--- src/rtl/addsub_pkg.sv ---
package addsub_pkg;

    parameter int unsigned WORD_W = 32;
    parameter int unsigned IMM_W  = 16;
    parameter int unsigned OP_W   = 3;

    localparam int unsigned EXT_W = WORD_W - IMM_W;

    typedef enum logic [OP_W-1:0] {
        OP_ADD   = 3'd0,
        OP_ADDU  = 3'd1,
        OP_ADDI  = 3'd2,
        OP_ADDIU = 3'd3,
        OP_SUB   = 3'd4,
        OP_SUBU  = 3'd5,
        OP_RSV6  = 3'd6,
        OP_RSV7  = 3'd7
    } op_e;

    typedef struct packed {
        logic use_imm;
        logic negate;
        logic trap_en;
        logic kill;
    } ctl_t;

    typedef struct packed {
        logic [WORD_W-1:0] sum;
        logic              ovf;
    } res_t;

    function automatic ctl_t decode_op(input op_e code);
        ctl_t c;
        c = '{use_imm: 1'b0, negate: 1'b0, trap_en: 1'b0, kill: 1'b0};
        case (code)
            OP_ADD:   c.trap_en = 1'b1;
            OP_ADDU:  c.trap_en = 1'b0;
            OP_ADDI:  begin c.use_imm = 1'b1; c.trap_en = 1'b1; end
            OP_ADDIU: c.use_imm = 1'b1;
            OP_SUB:   begin c.negate = 1'b1; c.trap_en = 1'b1; end
            OP_SUBU:  c.negate = 1'b1;
            default:  c.kill = 1'b1;
        endcase
        return c;
    endfunction

    function automatic logic [WORD_W-1:0] sext_imm(input logic [IMM_W-1:0] v);
        return {{EXT_W{v[IMM_W-1]}}, v};
    endfunction

endpackage

--- src/rtl/addsub_opnd_sel.sv ---
module addsub_opnd_sel
    import addsub_pkg::*;
(
    input  logic [OP_W-1:0]   op,
    input  logic [WORD_W-1:0] rs_val,
    input  logic [WORD_W-1:0] rt_val,
    input  logic [IMM_W-1:0]  imm,
    output logic [WORD_W-1:0] opa,
    output logic [WORD_W-1:0] opb,
    output logic              cin,
    output ctl_t              ctl
);
    logic [WORD_W-1:0] second;
    logic [WORD_W-1:0] imm_ext;

    assign ctl     = decode_op(op_e'(op));
    assign imm_ext = sext_imm(imm);

    always_comb begin
        second = ctl.use_imm ? imm_ext : rt_val;
    end

    // Subtraction is done as a + ~b + 1, one inverter per bit.
    genvar gi;
    generate
        for (gi = 0; gi < WORD_W; gi++) begin : g_inv
            assign opb[gi] = second[gi] ^ ctl.negate;
        end
    endgenerate

    assign opa = rs_val;
    assign cin = ctl.negate;

endmodule

--- src/rtl/addsub_core.sv ---
module addsub_core
    import addsub_pkg::*;
(
    input  logic [WORD_W-1:0] opa,
    input  logic [WORD_W-1:0] opb,
    input  logic              cin,
    input  ctl_t              ctl,
    output res_t              res
);
    localparam int unsigned MSB = WORD_W - 1;

    logic [WORD_W-1:0] raw;
    logic              sign_match;
    logic              sign_flip;

    assign raw        = opa + opb + {{(WORD_W-1){1'b0}}, cin};
    assign sign_match = (opa[MSB] == opb[MSB]);
    assign sign_flip  = (raw[MSB] != opa[MSB]);

    always_comb begin
        if (ctl.kill) begin
            res.sum = '0;
            res.ovf = 1'b0;
        end else begin
            res.sum = raw;
            res.ovf = ctl.trap_en & sign_match & sign_flip;
        end
    end

endmodule

--- src/rtl/addsub_out_reg.sv ---
module addsub_out_reg
    import addsub_pkg::*;
(
    input  logic              clk,
    input  logic              rst,
    input  logic              in_valid,
    input  res_t              res,
    output logic              out_valid,
    output logic [WORD_W-1:0] result,
    output logic              ovf_trap
);
    always_ff @(posedge clk) begin
        if (rst) begin
            out_valid <= 1'b0;
            result    <= '0;
            ovf_trap  <= 1'b0;
        end else begin
            out_valid <= in_valid;
            ovf_trap  <= in_valid & res.ovf;
            if (in_valid) begin
                result <= res.sum;
            end
        end
    end

endmodule

--- src/rtl/addsub_unit.sv ---
module addsub_unit
    import addsub_pkg::*;
(
    input  logic              clk,
    input  logic              rst,
    input  logic              in_valid,
    input  logic [OP_W-1:0]   op,
    input  logic [WORD_W-1:0] rs_val,
    input  logic [WORD_W-1:0] rt_val,
    input  logic [IMM_W-1:0]  imm,
    output logic              out_valid,
    output logic [WORD_W-1:0] result,
    output logic              ovf_trap
);
    logic [WORD_W-1:0] opa;
    logic [WORD_W-1:0] opb;
    logic              cin;
    ctl_t              ctl;
    res_t              res;

    addsub_opnd_sel u_sel (
        .op     (op),
        .rs_val (rs_val),
        .rt_val (rt_val),
        .imm    (imm),
        .opa    (opa),
        .opb    (opb),
        .cin    (cin),
        .ctl    (ctl)
    );

    addsub_core u_core (
        .opa (opa),
        .opb (opb),
        .cin (cin),
        .ctl (ctl),
        .res (res)
    );

    addsub_out_reg u_oreg (
        .clk       (clk),
        .rst       (rst),
        .in_valid  (in_valid),
        .res       (res),
        .out_valid (out_valid),
        .result    (result),
        .ovf_trap  (ovf_trap)
    );

endmodule

--- config.mk ---
export PLATFORM = sky130hd
export DESIGN_NAME = addsub_unit
export DESIGN_NICKNAME = d
export VERILOG_FILES = /design/src/rtl/addsub_pkg.sv /design/src/rtl/addsub_opnd_sel.sv /design/src/rtl/addsub_core.sv /design/src/rtl/addsub_out_reg.sv /design/src/rtl/addsub_unit.sv
export SDC_FILE = /design/constraint.sdc
export NUM_CORES = 1
export LEC_CHECK = 0
export BUFFER_PORTS_ARGS = -buffer_cell sky130_fd_sc_hd__buf_2
export CAP_MARGIN = 10
export CORE_MARGIN = 5
export CORE_UTILIZATION = 56
export CTS_CLUSTER_DIAMETER = 100
export CTS_CLUSTER_SIZE = 16
export DETAILED_ROUTE_END_ITERATION = 6
export PLACE_DENSITY = 0.86
export SYNTH_ARGS = -nofsm -noshare
export SYNTH_HDL_FRONTEND = slang
export SYNTH_HIERARCHICAL = 1
export SYNTH_SLANG_ARGS = --single-unit
--- constraint.sdc ---
create_clock -name clk -period 6.9 [get_ports clk]
set_input_delay 2.07 -clock clk [delete_from_list [all_inputs] [get_ports clk]]
set_output_delay 2.07 -clock clk [all_outputs]
set_load 0.05 [all_outputs]
==> flow_metrics.tcl, run 1 <==
set metrics [dict create \
    arrival_ns 5.60 \
    max_slew.worst_pin.slew_ns 0.9268 \
    initial_utilization 0.5715 \
    cpPeakStageDelay_ns 0.41 \
    fin_crit_ns 5.448 \
    post_cts_resized 0 \
    root_buffer "clkbuf_8" \
    dieHeight_um 101.1 \
    die_w_um 101.1 \
    synth_nets 693 \
    regToRegSetupSlack_ns 6.24 \
    dp_hpwl_um 9488 \
    power-per-cell-area_nw_per_um2 199.4 \
    post-cts-setup-buffer-count 0 \
    fill_cells 747 \
    die_area_sq_um 10220 \
    grt_usage 0.2152 \
    postLayoutCoreUtil 0.6113 \
    timing.final.hold_violations 0 \
    antenna_found_initial 0 \
    rsz0062_at_grt "no" \
    grt_pass1_wl_um 18190 \
    finalMaxSlewViolations 0 \
    netlist_instances 575 \
    setup_viol 0 \
    nNetsFinal 752 \
    core_area_sq_um 8134 \
    reg2regPathDepth 2 \
    gp_congestion 0.9922 \
    drc 0 \
    diodes 0 \
    setup_tns_ns 0 \
    wl_per_cell_um 15.56 \
    cp_cell_sequence "buf_4, mux2i_1, mux2i_1, inv_1, fa_1, inv_1, fa_1, a21o_1, a221oi_2, nor4_1, or3_1, a21oi_1, xor2_1, nor2_1, mux2i_1, nor2_1" \
    clock_latency_ns 0.28 \
    io_buffers 119 \
    hold_depth 2 \
    drt_iter0_drc 185 \
    io_pins 120 \
    critPathRequiredTime_ns 7.05 \
    crit_slowest_cell "fa_1" \
    firstDrtPassIters 4 \
    viasPerCell 5.777 \
    vias 4275 \
    tritoncts "yes" \
    postLayoutCellArea_sq_um 4972 \
    critPathCaptureType "flip-flop" \
    r2r_start "u_oreg/result[25]" \
    synthesis.area_sq_um 4648 \
    status "complete, no violations" \
    drive_gt1_frac 0.2236 \
    hp-start "u_oreg/result[19]" \
    ctsHoldBuffers 0 \
    cts_max_level 2 \
    grt_max_degree 42 \
    path_clk_slew_ns 0.07 \
    skew_ns 0 \
    worstPathMaxFanout 30 \
    worst_hold_path.endpoint "u_oreg/result[19]" \
    ant_nets 0 \
    post_dp_cell_area_sq_um 4862 \
    fin_crit_sh 0.7896 \
    timing.slew.headroom 0.3821 \
    ctsLongestPathBuffers 2 \
    cts.sinks 34 \
    p_leak_nw 2.480 \
    ir_drop_mv 0.1735 \
    clock.fmax_mhz 183.6 \
    syn_to_final_growth_pct 6.972 \
    rr_endpoint "u_oreg/result[25]" \
    maxCapViolations 0 \
    cp-start-kind "input port" \
    routed_wl_um 11510 \
    grt_pass1_vias 3948 \
    overflow 0 \
    worst_hold_path_type "reg -> reg" \
    p_total_mw 0.9917 \
    synth_warnings 6 \
    worstSetupPathType "in -> reg" \
    crit_top_cell "mux2i_1" \
    numCtsBuffers 5 \
    syn_area_per_cell_sq_um 8.084 \
    rows 33 \
]
-- power breakdown --
| part | switching (mW) | total, mW | leakage (nW) | internal (mW) |
|---|---|---|---|---|
| Combinational | 0.364 | 0.586 | 2.14 | 0.222 |
| Clock | 0.0704 | 0.171 | 0.0575 | 0.101 |
| Sequential | 0.0132 | 0.234 | 0.279 | 0.221 |
| Total | 0.448 | 0.992 | 2.48 | 0.544 |
-- layout by cell type, fill, tap and decap left out, types with 2 or more instances in the layout --
cell type    n
buf_2      118
mux2i_1     97
nor2_1      69
xnor2_1     42
dfxtp_1     34
a21oi_1     30
nand2_1     30
ha_1        30
o21ai_0     20
a21o_1      16
inv_1       15
nand3_1     10
nor2b_1      9
nor3_1       9
clkbuf_8     8
nand4_1      8
xor2_1       8
o21a_1       7
or3_1        6
and3_1       5
and2_1       5
o211ai_1     5
buf_4        4
nor4_1       4
nand2b_1     4
a221oi_1     2
a31oi_2      2
o21ai_1      2
a211oi_1     2
a31oi_1      2
o211a_1      2
o21bai_1     2
a2111o_1     2
nor3b_1      2
a211o_1      2
fa_1         2
-- registers in the layout, summed over array words and instances, names as in the netlist --
signal	count
u_oreg/ovf_trap	1
u_oreg/out_valid	1
u_oreg/result	32
-- worst max-delay path, delay by kind of cell --
kind / cells / cell delay [ns]
buf+inv: 3 / 0.52
simple gates: 4 / 0.69
fa+ha+maj: 2 / 0.61
compound gates: 3 / 0.89
mux: 3 / 0.52
xor+xnor: 1 / 0.29
-- per-layer routing --
layer | vias to the layer above | part of all wire | GRT usage
li1 | 2114 | - | -
met1 | 1994 | 0.40 | 0.2511
met2 | 139 | 0.51 | 0.3873
met3 | 28 | 0.054 | 0.03737
met4 | 0 | 0.033 | 0.08589
met5 | - | 0 | 0
-- metrics by stage --
step           setup slack, ns  instances  hold slack (ns)
2_1_floorplan            1.770        575           0.7370
4_1_cts                  1.453        740           0.5020
3_3_place_gp             1.209        732           0.4714
6_report                 1.452        740           0.4926
3_5_place_dp             1.156        732           0.4806
5_1_grt                  1.226        740           0.5253
-- layout make-up --
| type | instances | area, sq um | share of cell area |
|---|---|---|---|
| multi-input cells | 456 | 3373 | 0.6784 |
| inverters | 15 | 56.30 | 0.01132 |
| repair buffers | 122 | 620.6 | 0.1248 |
| clock buffers | 8 | 110.1 | 0.02214 |
| well taps | 105 | 131.4 | 0.02642 |
| flip-flops and latches | 34 | 680.7 | 0.1369 |
-- how the worst max path moves through the flow --
| stage | from | endpoint | slack [ns] | cells past startpoint |
|---|---|---|---|---|
| after floorplan | op[2] | u_oreg/result[20] | 1.77 | 18 |
| after global routing | op[2] | u_oreg/result[16] | 1.23 | 16 |
| final | op[2] | u_oreg/result[16] | 1.45 | 16 |
| after CTS | op[2] | u_oreg/result[16] | 1.45 | 16 |
| after detailed placement | op[2] | u_oreg/result[16] | 1.16 | 16 |
| after global placement | op[2] | u_oreg/result[16] | 1.21 | 16 |
(Power assumes the default switching activity.)
==> run 2: changes to the inputs <==
--- a/config.mk
+++ b/config.mk
@@ -8,11 +8,11 @@
 export BUFFER_PORTS_ARGS = -buffer_cell sky130_fd_sc_hd__buf_2
 export CAP_MARGIN = 10
 export CORE_MARGIN = 5
-export CORE_UTILIZATION = 56
+export CORE_UTILIZATION = 50
 export CTS_CLUSTER_DIAMETER = 100
 export CTS_CLUSTER_SIZE = 16
 export DETAILED_ROUTE_END_ITERATION = 6
-export PLACE_DENSITY = 0.86
+export PLACE_DENSITY = 0.81
 export SYNTH_ARGS = -nofsm -noshare
 export SYNTH_HDL_FRONTEND = slang
 export SYNTH_HIERARCHICAL = 1
==> constraint.sdc (replaced) <==
create_clock -name clk -period 5 [get_ports clk]
set_input_delay 1.5 -clock clk [delete_from_list [all_inputs] [get_ports clk]]
set_output_delay 1.5 -clock clk [all_outputs]
set_load 0.05 [all_outputs]
==> run 2 against run 1 <==
Cell area increased by 0.98%. Setup slack got worse by 1.0 ns. Die area increased by 11%. Cell count increased by 1.9%. Sequential share of layout area decreased by 0.13 points. Clock power increased by 26%. Global-route usage decreased by 1.4 points. Clock skew unchanged. Worst hold slack got worse by 0.0020 ns. Utilization decreased by 6.3 points. Critical endpoint is now u_oreg/result[30]. Largest power group unchanged.
==> flow_metrics.tcl, run 2 (synthesized netlist as in run 1, its figures left out) <==
set metrics [dict create \
    timing.slew.headroom 0.3597 \
    max_slew.worst_pin.slew_ns 0.9605 \
    final_cell_mix "buf_2 (118), mux2i_1 (97), nor2_1 (69)" \
    ctsLongestPathBuffers 2 \
    root_buffer "clkbuf_8" \
    antenna_found_initial 0 \
    hp-start "u_oreg/result[25]" \
    r2r_start "u_oreg/result[20]" \
    finalMaxSlewViolations 0 \
    top_regs "u_oreg/result (32), u_oreg/out_valid (1), u_oreg/ovf_trap (1)" \
    wl_met3_um 727 \
    cts_max_level 2 \
    tritoncts "yes" \
    grt_usage 0.2013 \
    regToRegSetupSlack_ns 4.32 \
    dp_hpwl_um 9786 \
    setup_viol 0 \
    initial_utilization 0.5079 \
    worstPathMaxFanout 27 \
    worst_hold_path_type "reg -> reg" \
    grt_pass1_vias 4282 \
    fill_cells 888 \
    fin_crit_ns 4.593 \
    drc 0 \
    dieHeight_um 106.4 \
    post-cts-setup-buffer-count 0 \
    layout_commonest_cell "buf_2" \
    p_clk_frac 0.159 \
    arrival_ns 4.81 \
    wl_per_cell_um 15.89 \
    power_frac_seq 0.238 \
    syn_to_final_growth_pct 8.022 \
    ir_drop_mv 0.1757 \
    rows 35 \
    fin_crit_sh 0.9186 \
    drive_gt1_frac 0.2317 \
    cp-start-kind "input port" \
    critPathRequiredTime_ns 5.22 \
    gp_congestion 0.9189 \
    die_area_sq_um 11320 \
    p_leak_nw 2.509 \
    numCtsBuffers 5 \
    die_w_um 106.4 \
    met1_length_um 4692 \
    io_buffers 119 \
    worst_hold_path.endpoint "u_oreg/result[25]" \
    ctsHoldBuffers 0 \
    ant_nets 0 \
    overflow 0 \
    reg2regPathDepth 2 \
    firstDrtPassIters 5 \
    core_area_sq_um 9153 \
    critPathCaptureType "flip-flop" \
    clock_latency_ns 0.27 \
    top_register "u_oreg/result" \
    io_pins 120 \
    rr_endpoint "u_oreg/result[20]" \
    largest_register_ffs 32 \
    grt_pass1_wl_um 19200 \
    sw_frac_of_total 0.4607 \
    worstSetupPathType "in -> reg" \
    setup_tns_ns 0 \
    maxCapViolations 0 \
    vias 4275 \
    clock.fmax_mhz 217.7 \
    internal_power_mw 0.7315 \
    top_layer "met4" \
    status "complete, no violations" \
    hold_depth 2 \
    rsz0062_at_grt "no" \
    dr_wl_met2_um 6357 \
    timing.final.hold_violations 0 \
    viasPerCell 5.670 \
    nNetsFinal 760 \
    power.switching_mw 0.6249 \
    drt_iter0_drc 164 \
    skew_ns 0 \
    grt_max_degree 34 \
    post_cts_resized 0 \
    power-per-cell-area_nw_per_um2 270.1 \
    power.share.combinational 0.603 \
    routed_wl_um 11980 \
    path_clk_slew_ns 0.07 \
    diodes 0 \
    cts.sinks 34 \
    postLayoutCoreUtil 0.5486 \
]
## run 2: cell types whose count changed in the layout (fill, tap and decap cells not counted), sizes merged
cell / change
clkinv: +1
buf: +8
clkbuf: -1
## run 2: how the worst max path moves through the flow
stage,startpoint,endpoint,slack (ns),cells after the start
floorplan,op[2],u_oreg/result[20],0.44,18
global placement,op[2],u_oreg/result[30],0.31,15
detailed placement,op[2],u_oreg/result[30],0.16,15
CTS,op[2],u_oreg/result[30],0.45,15
global route,op[2],u_oreg/result[30],0.14,15
finish,op[2],u_oreg/result[30],0.41,15
## run 2: final cells by class
| type | count | area, sq um | area share |
|---|---|---|---|
| Sequential cell | 34 | 680.7 | 0.1356 |
| Timing Repair Buffer | 130 | 680.7 | 0.1356 |
| Clock inverter | 1 | 5.005 | 0.0009968 |
| Clock buffer | 7 | 86.33 | 0.01719 |
| Tap cell | 111 | 138.9 | 0.02766 |
| Multi-Input combinational cell | 456 | 3373 | 0.6718 |
| Inverter | 15 | 56.30 | 0.01121 |
## run 2: per-stage QoR
| stage | instance area, sq um | instances | hold WS [ns] | total power [mW] | setup WS [ns] |
|---|---|---|---|---|---|
| after floorplan | 4648 | 575 | 0.7370 | 0.9754 | 0.4395 |
| after global routing | 5021 | 754 | 0.5338 | 1.449 | 0.1356 |
| after global placement | 4930 | 746 | 0.4722 | 1.130 | 0.3127 |
| after detailed placement | 4930 | 746 | 0.4778 | 1.145 | 0.1637 |
| after CTS | 5021 | 754 | 0.4961 | 1.363 | 0.4518 |
| final | 5021 | 754 | 0.4905 | 1.356 | 0.4072 |
## run 2: critical path, cell delays in order
cell and delay, ns:
buf_4 0.17, buf_4 0.26, buf_4 0.42, mux2i_1 0.23
mux2i_1 0.09, ha_1 0.39, a21o_1 0.22, a21o_1 0.16
a21oi_1 0.35, o21ai_0 0.24, o21ai_0 0.21, o31ai_1 0.09
nor4_1 0.22, mux2i_1 0.13, nor2_1 0.12
## run 2: layer usage
metal	GRT usage	vias up
met5	0	-
met1	0.2240	1980
li1	-	2133
met3	0.04432	20
met2	0.3887	142
met4	0.04201	0
## run 2: power by group through the flow
| stage | logic, mW | clock network, mW | registers [mW] |
|---|---|---|---|
| floorplan | 0.530 | 0 | 0.445 |
| global placement | 0.803 | 0 | 0.328 |
| detailed placement | 0.816 | 0 | 0.329 |
| CTS | 0.820 | 0.220 | 0.323 |
| global route | 0.892 | 0.230 | 0.327 |
| finish | 0.818 | 0.215 | 0.323 |
